$ cat config.mk
export PLATFORM = sky130hd
export DESIGN_NAME = wide_audio_chan
export DESIGN_NICKNAME = d
export VERILOG_FILES = /design/src/rtl/wac_pkg.sv /design/src/rtl/wac_timer.sv /design/src/rtl/wac_fetch_ctl.sv /design/src/rtl/wac_sample_buf.sv /design/src/rtl/wide_audio_chan.sv
export SDC_FILE = /design/constraint.sdc
export NUM_CORES = 1
export LEC_CHECK = 0
export ABC_CLOCK_PERIOD_IN_PS = 2800
export CORE_MARGIN = 2
export CORE_UTILIZATION = 40
export CTS_BUF_LIST = sky130_fd_sc_hd__clkbuf_16
export CTS_CLUSTER_DIAMETER = 80
export DETAILED_ROUTE_END_ITERATION = 16
export DONT_BUFFER_PORTS = 1
export RECOVER_POWER = 100
export REMOVE_ABC_BUFFERS = 1
export SETUP_SLACK_MARGIN = 0.4
export SYNTH_ARGS = -nofsm -noshare
export SYNTH_HDL_FRONTEND = slang
export SYNTH_HIERARCHICAL = 1
export SYNTH_SLANG_ARGS = --single-unit
$ cat constraint.sdc
create_clock -name clk -period 2.8 [get_ports clk]
set_clock_uncertainty 0.1 [all_clocks]
set_input_delay 0.42 -clock clk [delete_from_list [all_inputs] [get_ports clk]]
set_output_delay 0.42 -clock clk [all_outputs]
set_load 0.01 [all_outputs]
$ cat src/rtl/wac_pkg.sv
package wac_pkg;

    typedef enum logic [1:0] {
        FW_16  = 2'd0,
        FW_32  = 2'd1,
        FW_64  = 2'd2,
        FW_64B = 2'd3
    } fetch_w_e;

    // bytes moved by one fetch of the selected width
    function automatic logic [3:0] fetch_bytes(input logic [1:0] wsel);
        logic [3:0] nb;
        case (fetch_w_e'(wsel))
            FW_16:   nb = 4'd2;
            FW_32:   nb = 4'd4;
            default: nb = 4'd8;
        endcase
        return nb;
    endfunction

    // samples delivered by one fetch for the width and sample size
    function automatic logic [3:0] samples_per_fetch(input logic [1:0] wsel,
                                                     input logic       wide);
        logic [3:0] nb;
        nb = fetch_bytes(wsel);
        return wide ? (nb >> 1) : nb;
    endfunction

endpackage

$ cat src/rtl/wac_timer.sv
module wac_timer #(
    parameter int PER_W = 16
) (
    input  logic             clk,
    input  logic             rst_n,
    input  logic             en,
    input  logic [PER_W-1:0] period,
    input  logic             reload,
    output logic             expired
);

    typedef struct packed {
        logic [PER_W-1:0] cnt;
    } tmr_t;

    tmr_t tmr_d, tmr_q;

    always_comb begin
        tmr_d = tmr_q;
        if (!en) begin
            tmr_d.cnt = '0;
        end else if (reload) begin
            // a sample just started: it lasts 'period' cycles in total
            tmr_d.cnt = (period == '0) ? '0 : period - 1'b1;
        end else if (tmr_q.cnt != '0) begin
            tmr_d.cnt = tmr_q.cnt - 1'b1;
        end
    end

    always_ff @(posedge clk or negedge rst_n) begin
        if (!rst_n) tmr_q <= '0;
        else        tmr_q <= tmr_d;
    end

    assign expired = (tmr_q.cnt == '0);

endmodule

$ cat src/rtl/wac_fetch_ctl.sv
module wac_fetch_ctl #(
    parameter int ADDR_W = 24,
    parameter int LEN_W  = 16
) (
    input  logic              clk,
    input  logic              rst_n,
    input  logic              en,
    input  logic [1:0]        width_sel,
    input  logic [ADDR_W-1:0] start_addr,
    input  logic [LEN_W-1:0]  length_units,
    input  logic              grant_ok,
    output logic [ADDR_W-1:0] fetch_addr
);
    import wac_pkg::*;

    typedef struct packed {
        logic [ADDR_W-1:0] ptr;
        logic [LEN_W-1:0]  left;
    } fctl_t;

    fctl_t fc_d, fc_q;

    logic [ADDR_W-1:0] step;
    logic [ADDR_W-1:0] low_mask;
    logic [ADDR_W-1:0] start_al;

    always_comb begin
        step     = ADDR_W'(fetch_bytes(width_sel));
        low_mask = step - 1'b1;
        start_al = start_addr & ~low_mask;

        fc_d = fc_q;
        if (!en) begin
            fc_d.ptr  = start_al;
            fc_d.left = length_units;
        end else if (grant_ok) begin
            if (fc_q.left <= LEN_W'(1)) begin
                // last unit of the buffer: loop back to the start
                fc_d.ptr  = start_al;
                fc_d.left = length_units;
            end else begin
                fc_d.ptr  = fc_q.ptr + step;
                fc_d.left = fc_q.left - 1'b1;
            end
        end
    end

    always_ff @(posedge clk or negedge rst_n) begin
        if (!rst_n) fc_q <= '0;
        else        fc_q <= fc_d;
    end

    assign fetch_addr = fc_q.ptr & ~low_mask;

endmodule

$ cat src/rtl/wac_sample_buf.sv
module wac_sample_buf #(
    parameter int DATA_W = 64
) (
    input  logic              clk,
    input  logic              rst_n,
    input  logic              en,
    input  logic [1:0]        width_sel,
    input  logic              wide_mode,
    input  logic              expired,
    input  logic              grant_ok,
    input  logic [DATA_W-1:0] fetch_data,
    output logic              take,
    output logic              req,
    output logic [15:0]       sample
);
    import wac_pkg::*;

    localparam int CNT_W = $clog2(DATA_W / 8 + 1);
    localparam int SH_W  = $clog2(DATA_W + 1);

    typedef struct packed {
        logic [DATA_W-1:0] pbuf;   // left-justified unplayed samples
        logic [CNT_W-1:0]  left;   // samples still in pbuf
        logic              wide;   // sample size latched at load
        logic [15:0]       smp;
        logic              req;
    } sbuf_t;

    sbuf_t sb_d, sb_q;

    logic [SH_W-1:0] load_sh;

    assign take = en && expired && (sb_q.left != '0);

    always_comb begin
        load_sh = SH_W'(DATA_W) - SH_W'({fetch_bytes(width_sel), 3'b000});
        sb_d    = sb_q;
        if (!en) begin
            sb_d = '0;
        end else begin
            if (take) begin
                if (sb_q.wide) begin
                    sb_d.smp  = sb_q.pbuf[DATA_W-1 -: 16];
                    sb_d.pbuf = sb_q.pbuf << 16;
                end else begin
                    sb_d.smp  = {sb_q.pbuf[DATA_W-1 -: 8], 8'h00};
                    sb_d.pbuf = sb_q.pbuf << 8;
                end
                sb_d.left = sb_q.left - 1'b1;
            end else if (grant_ok && (sb_q.left == '0)) begin
                sb_d.pbuf = fetch_data << load_sh;
                sb_d.left = CNT_W'(samples_per_fetch(width_sel, wide_mode));
                sb_d.wide = wide_mode;
            end
            sb_d.req = (sb_d.left == '0);
        end
    end

    always_ff @(posedge clk or negedge rst_n) begin
        if (!rst_n) sb_q <= '0;
        else        sb_q <= sb_d;
    end

    assign req    = sb_q.req;
    assign sample = sb_q.smp;

endmodule

$ cat src/rtl/wide_audio_chan.sv
module wide_audio_chan #(
    parameter int PER_W  = 16,
    parameter int ADDR_W = 24,
    parameter int LEN_W  = 16
) (
    input  logic              clk,
    input  logic              rst_n,
    input  logic              chan_en,
    input  logic [1:0]        width_sel,
    input  logic              wide_mode,
    input  logic [PER_W-1:0]  period,
    input  logic [ADDR_W-1:0] start_addr,
    input  logic [LEN_W-1:0]  length_units,
    output logic              fetch_req,
    output logic [ADDR_W-1:0] fetch_addr,
    input  logic              fetch_grant,
    input  logic [63:0]       fetch_data,
    output logic [15:0]       sample_out
);

    localparam int DATA_W = 64;

    logic expired;
    logic take;
    logic grant_ok;

    assign grant_ok = fetch_grant & fetch_req;

    wac_timer #(.PER_W(PER_W)) u_timer (
        .clk     (clk),
        .rst_n   (rst_n),
        .en      (chan_en),
        .period  (period),
        .reload  (take),
        .expired (expired)
    );

    wac_sample_buf #(.DATA_W(DATA_W)) u_buf (
        .clk        (clk),
        .rst_n      (rst_n),
        .en         (chan_en),
        .width_sel  (width_sel),
        .wide_mode  (wide_mode),
        .expired    (expired),
        .grant_ok   (grant_ok),
        .fetch_data (fetch_data),
        .take       (take),
        .req        (fetch_req),
        .sample     (sample_out)
    );

    wac_fetch_ctl #(.ADDR_W(ADDR_W), .LEN_W(LEN_W)) u_fctl (
        .clk          (clk),
        .rst_n        (rst_n),
        .en           (chan_en),
        .width_sel    (width_sel),
        .start_addr   (start_addr),
        .length_units (length_units),
        .grant_ok     (grant_ok),
        .fetch_addr   (fetch_addr)
    );

endmodule

==> results of run 1 <==
[state kept, by name, summed over array words and instances (netlist names)]
register       cells
u_buf/sample      16
u_fctl/fc_q       39
u_buf/sb_q        69
u_buf/req          1
u_timer/tmr_q     16
[Yosys cell counts, types with 8 or more instances]
master | instances | share of area [%]
mux4_2 | 15 | 3.6
or4_1 | 9 | 0.71
buf_2 | 14 | 0.74
mux2_2 | 53 | 6.3
o21ai_0 | 67 | 3.5
xor2_1 | 20 | 1.9
dfrtp_1 | 141 | 37
a32o_1 | 8 | 0.85
a31oi_1 | 26 | 1.7
a21oi_1 | 55 | 2.9
buf_4 | 27 | 2.1
nand2_1 | 91 | 3.6
nor2b_1 | 17 | 1.1
o211ai_1 | 8 | 0.63
mux2i_1 | 34 | 3.6
a222oi_1 | 15 | 1.6
ha_1 | 12 | 1.6
nand3_1 | 36 | 1.9
nor3_1 | 15 | 0.79
and3_1 | 11 | 0.73
clkbuf_1 | 64 | 2.5
and2_1 | 15 | 0.99
nor2_1 | 63 | 2.5
a22o_1 | 8 | 0.74
inv_1 | 28 | 1.1
nand2b_1 | 11 | 0.73
nand4_1 | 12 | 0.79
o22ai_1 | 17 | 1.1
[report_power, final]
part | internal [mW] | switching, mW | total [mW]
sequential | 2.49 | 0.511 | 3.00
combinational | 1.37 | 1.51 | 2.88
clock | 1.26 | 0.989 | 2.25
total | 5.11 | 3.01 | 8.12
[metrics by stage]
step / instances / total power [mW] / hold WS (ps)
after floorplan: 911 / 4.84 / 24.4
after global placement: 1283 / 5.65 / 28.9
after detailed placement: 1283 / 5.70 / 29.7
after CTS: 1325 / 8.08 / -431
after global routing: 1327 / 8.63 / -435
final: 1330 / 8.12 / -410
[per-layer routing]
metal / GRT usage, % / up-vias / wire (µm)
li1: - / 3728 / -
met1: 29.5 / 3903 / 12100
met2: 33.1 / 260 / 12400
met3: 5.23 / 27 / 1940
met4: 6.49 / 0 / 410
met5: 0 / - / 0
[worst reg2reg max path: stages, from the launching register on]
cell and delay [ps]:
dfrtp_1 380, or4_4 540, nor4_1 540, a21oi_4 130, buf_12 180, buf_12 150
and3_4 180, a221oi_2 240
[area by class of cell]
type                            instances  share of cell area, %
Multi-Input combinational cell        740                   50.8
Clock inverter                         15                   1.44
Clock buffer                           17                   4.00
Antenna cell                            3                 0.0706
Sequential cell                       141                   33.2
Tap cell                              319                   3.75
Timing Repair Buffer                   65                   5.68
Inverter                               30                   1.08
[path summary, 6_finish.rpt]
kind,from,slack [ps],to,cells past startpoint
worst max-delay path,u_fctl/fc_q[3],270,u_fctl/fc_q[35],7
worst max register to register,u_fctl/fc_q[3],270,u_fctl/fc_q[35],7
min in group clk,fetch_data[5],30,u_buf/sb_q[27],1
worst min-delay path,rst_n,-410,u_fctl/fc_q[5],0
worst min register to register,u_buf/sb_q[80],380,u_buf/sample[10],2
max in group asynchronous,rst_n,2750,u_buf/sb_q[19],0
[what timing repair did]
action	in CTS	in global routing
pin swaps	2	8
setup buffers	8	2
setup endpoints to repair	109	80
resized for setup	14	23
hold endpoints to repair	143	141
[cells by family (layout without fill, tap and decap cells)]
kind of cell / after synthesis / in the layout / share of synthesized area (%)
xor+xnor: 23 / 23 / 2.13
fa+ha+maj: 13 / 13 / 1.80
other cells: 1 / 4 / 0.0396
mux: 102 / 102 / 13.5
flops: 141 / 141 / 37.3
simple gates: 329 / 329 / 19.1
compound gates: 272 / 272 / 19.3
buf+inv: 138 / 127 / 6.90
==> out/metrics.yaml, run 1 <==
timing:
  slew_headroom_pct: 37.0
  slew_viol_final: 0
  setup_slack_ps: 272
  rsz0062_at_grt: "yes"
  finalCritPeriodShare_pct: 90.3
  fin_setup_tns_ps: 0
  fin_crit_ps: 2530
  finalHoldViolCount: 141
  tightest_slew_ps: 942
  setup_viol: 0
  fmax_mhz: 396
  hold_ws_ps: -410
finish:
  nNetsFinal: 1135
  layout_commonest_cell: "dfrtp_1"
  drive_above_1_share_pct: 20.6
  design_area_mm2: 0.0106
  fillers: 2239
  multiInputGateArea_mm2: 0.00540
  syn_to_final_growth_pct: 12.4
  seqCellArea_mm2: 0.00353
  final_cell_mix: "dfrtp_1, nand2_1, o21ai_0"
  final_util_pct: 45.6
global_routing:
  grt_remaining_overflow: 0
  track_usage_pct: 21.3
  antenna_found_initial: 2
  grt_pass1_wl_mm: 41.7
  grt_pass1_vias: 7605
  grt_max_degree: 142
power_and_ir_drop:
  p_per_area_mw_per_mm2: 763
  leakagePower_nw: 4.50
  ir_drop_v: 0.000315
synthesis:
  ys_seq_elements: 141
  synth_edf_count: 0
  synth_top_flop_cell: "dfrtp_1"
  ys_warn_count: 6
  synth-seq-area-share_pct: 37.3
  synth_area_mm2: 0.00946
  netlist_instances: 1019
  ys_types: 79
  syn_avg_cell_area_um2: 9.29
  synthArstFlopShare_pct: 100
critical_path:
  startpoint_type: "flop"
  path_cells: "or4_4 > nor4_1 > a21oi_4 > buf_12 > buf_12 > and3_4 > a221oi_2"
  cp_num_buf_inv: 2
  critPathArrivalTime_ps: 2760
  crit_path_max_fanout: 14
  path_class: "flop to flop"
  critPathMaxStageDelay_ps: 540
  worst_path_most_repeated_cell: "buf_12"
  cp.required_ps: 3030
  crit_family: "simple AND/OR/NAND/NOR gates"
  end_kind: "flop"
  crit_slowest_cell: "or4_4"
clocking:
  cts_sinks: 141
  htree_levels: 4
  clk_pin_slew_ps: 70
  hold_buffers: 2
  clk_path_buf_depth: 2
  insertion_delay_ps: 420
  tritoncts: "yes"
  cts_buffers: 17
  root_buffer: "clkbuf_16"
floorplan:
  fp.dieW_um: 158
  core_mm2: 0.0233
  die_h_um: 158
  io_pins: 168
  initial_core_util_pct: 40.6
  num_rows: 56
  die_area_mm2: 0.0249
routing:
  viasPerCell: 5.95
  drc: 0
  firstDrtPassIters: 8
  ant_nets: 0
  wl_mm: 26.9
  vias: 7918
  drtIter0Drc: 719
  post_drt_wl_per_cell_um: 20.2
placed_design:
  gp_congestion: 0.821
  io_buffers: 0
  dp_hpwl_mm: 17.7
  placed_area_mm2: 0.00983
  dp_slack_ps: 112
outcome:
  violations: "hold timing"
  outcome: "finished, violations left"
flow_run:
  drv_cap: 0
hold_path:
  min_path_type: "primary input to async pin"
(Power assumes the default switching activity.)
==> inputs of run 2 (changes only) <==
CORE_UTILIZATION = 59   (was 40)
CTS_BUF_LIST = sky130_fd_sc_hd__clkbuf_4 sky130_fd_sc_hd__clkbuf_8 sky130_fd_sc_hd__clkbuf_16   (was sky130_fd_sc_hd__clkbuf_16)
PLACE_DENSITY = 0.78   (was default)
==> run 2 against run 1 <==
Net effect:
- the flow still finishes with violations (hold timing)
- power grew 3.2%
- worst hold slack lost 3.7 ps
- combinational power is essentially flat
- sequential cell count is the same
- cell count shrank 7.1%
- worst setup slack lost 32 ps
- non-clock buffer count grew 9
- via count grew 4.4%
- routed wire length shrank 2.8%
- critical endpoint is now u_fctl/fc_q[29]
==> out/metrics.yaml, run 2 (synthesis gave the netlist of run 1 again) <==
routing:
  topRoutingLayerUsed: "met4"  # unchanged
  ant_nets: 0  # unchanged
  wl_mm: 26.1  # was 26.9 mm
  firstDrtPassIters: 5  # was 8
  post_drt_wl_per_cell_um: 21.2  # was 20.2 µm
  wl_met2_mm: 12.3  # was 12.4 mm
  viasPerCell: 6.69  # was 5.95
  met3RoutedLength_mm: 2.53  # was 1.94 mm
  drtIter0Drc: 927  # was 719
  vias: 8265  # was 7918
  drc: 0  # unchanged
  drt-met1-wl_mm: 10.7  # was 12.1 mm
finish:
  largest-register: "u_buf/sb_q"  # unchanged
  nNetsFinal: 1146  # was 1135
  design_area_mm2: 0.0107  # was 0.0106 mm²
  final_util_pct: 67.6  # was 45.6%
  final_cell_mix: "dfrtp_1, nand2_1, o21ai_0"  # unchanged
  syn_to_final_growth_pct: 12.6  # was 12.4%
  layout_commonest_cell: "dfrtp_1"  # unchanged
  diodes: 0  # was 3
  largest_registers: "u_buf/sb_q x69, u_fctl/fc_q x39"  # unchanged
  drive_above_1_share_pct: 20.7  # was 20.6%
  final_cells: 1235  # was 1330
  largest_reg_flops: 69  # unchanged
  fillers: 1231  # was 2239
critical_path:
  crit_path_max_fanout: 4  # was 14
  crit_family: "simple AND/OR/NAND/NOR gates"  # unchanged
  cp.required_ps: 3010  # was 3030 ps
  path_class: "flop to flop"  # unchanged
  path_cells: "or4_1 > or4_4 > o21ai_4 > clkbuf_1 > nor2_1 > a221o_1"  # was or4_4 > nor4_1 > a21oi_4 > buf_12 > buf_12 > and3_4 > a221oi_2
  critPathArrivalTime_ps: 2770  # was 2760 ps
  end_kind: "flop"  # unchanged
  crit_slowest_cell: "or4_1"  # was or4_4
  startpoint_type: "flop"  # unchanged
  critPathMaxStageDelay_ps: 600  # was 540 ps
  cp_num_buf_inv: 1  # was 2
floorplan:
  die_h_um: 131  # was 158 µm
  initial_core_util_pct: 60.0  # was 40.6%
  core_mm2: 0.0158  # was 0.0233 mm²
  fp.dieW_um: 131  # was 158 µm
  num_rows: 46  # was 56
  io_pins: 168  # unchanged
  die_area_mm2: 0.0171  # was 0.0249 mm²
timing:
  fmax_mhz: 391  # was 396 MHz
  finalCritPeriodShare_pct: 91.4  # was 90.3%
  rsz0062_at_grt: "yes"  # unchanged
  tightest_slew_ps: 819  # was 942 ps
  setup_viol: 0  # unchanged
  finalHoldViolCount: 141  # unchanged
  fin_crit_ps: 2560  # was 2530 ps
  slew_viol_final: 0  # unchanged
  slew_headroom_pct: 45.3  # was 37.0%
  hold_ws_ps: -413  # was -410 ps
clocking:
  cts_buffers: 17  # unchanged
  tritoncts: "yes"  # unchanged
  hold_buffers: 2  # unchanged
  insertion_delay_ps: 430  # was 420 ps
  clk_pin_slew_ps: 60  # was 70 ps
  root_buffer: "clkbuf_16"  # unchanged
  cts_sinks: 141  # unchanged
  clk_path_buf_depth: 2  # unchanged
  htree_levels: 4  # unchanged
global_routing:
  track_usage_pct: 29.7  # was 21.3%
  grt_pass1_wl_mm: 39.7  # was 41.7 mm
  grt_remaining_overflow: 0  # unchanged
  antenna_found_initial: 0  # was 2
  grt_max_degree: 142  # unchanged
  grt_pass1_vias: 7650  # was 7605
placed_design:
  io_buffers: 0  # unchanged
  gp_congestion: 0.866  # was 0.821
  dp_hpwl_mm: 16.2  # was 17.7 mm
  placed_area_mm2: 0.00965  # was 0.00983 mm²
  dp.cells: 1175  # was 1283
flow_run:
  drv_cap: 0  # unchanged
power_and_ir_drop:
  leakagePower_nw: 4.53  # was 4.50 nW
  ir_drop_v: 0.000534  # was 0.000315 V
  p_per_area_mw_per_mm2: 786  # was 763 mW/mm²
  finalPower_mw: 8.38  # was 8.12 mW
outcome:
  violations: "hold timing"  # unchanged
  outcome: "finished, violations left"  # unchanged
hold_path:
  min_path_type: "primary input to async pin"  # unchanged
## run 2: cell count changes in the layout (fill, tap and decap cells not counted), sizes merged
cell / change
a21oi: +2
clkinv: -2
clkinvlp: +3
inv: -6
buf: -5
diode: -3
clkbuf: +16
bufinv: +3
## run 2: layout make-up
type | count | area [µm²] | share of cell area (%)
Inverter | 30 | 118 | 1.10
Timing Repair Buffer | 74 | 659 | 6.19
Multi-Input combinational cell | 742 | 5440 | 51.0
Clock buffer | 19 | 453 | 4.25
Tap cell | 216 | 270 | 2.54
Clock inverter | 13 | 188 | 1.76
Sequential cell | 141 | 3530 | 33.1
## run 2: through the flow
stage          setup WS (ps)  setup TNS (ps)  hold slack (ps)
2_1_floorplan          -1060          -61740             24.4
3_3_place_gp            90.7               0             28.7
3_5_place_dp           0.181               0             29.3
4_1_cts                  366               0             -427
5_1_grt                  176               0             -432
6_report                 240               0             -413
## run 2: report_power, final
part	leakage, nW	internal [mW]	switching [mW]
Combinational	2.39	1.38	1.50
Clock	0.306	1.54	0.925
Sequential	1.84	2.49	0.544
Total	4.53	5.41	2.97
## run 2: what timing repair did
action	4_1_cts	5_1_grt
endpoints found under the setup margin	97	110
endpoints found under the hold margin	144	141
cloned	1	3
pin swaps	4	12
resized for setup	16	43
setup buffers	9	13
## run 2: final timing paths
check	startpoint	endpoint	slack, ps	depth (start not counted)
max	u_fctl/fc_q[2]	u_fctl/fc_q[29]	240	6
min	rst_n	u_fctl/fc_q[5]	-410	0
max reg2reg	u_fctl/fc_q[2]	u_fctl/fc_q[29]	240	6
min reg2reg	u_buf/sb_q[83]	u_buf/sample[13]	370	2
max in group asynchronous	rst_n	u_buf/sb_q[69]	2830	0
min in group clk	fetch_data[6]	u_buf/sb_q[28]	20	1
## run 2: layer usage
| layer | up-vias | global-route usage, % |
|---|---|---|
| met5 | - | 0 |
| met2 | 425 | 44.6 |
| met3 | 50 | 7.53 |
| met1 | 4041 | 41.3 |
| li1 | 3749 | - |
| met4 | 0 | 12.3 |
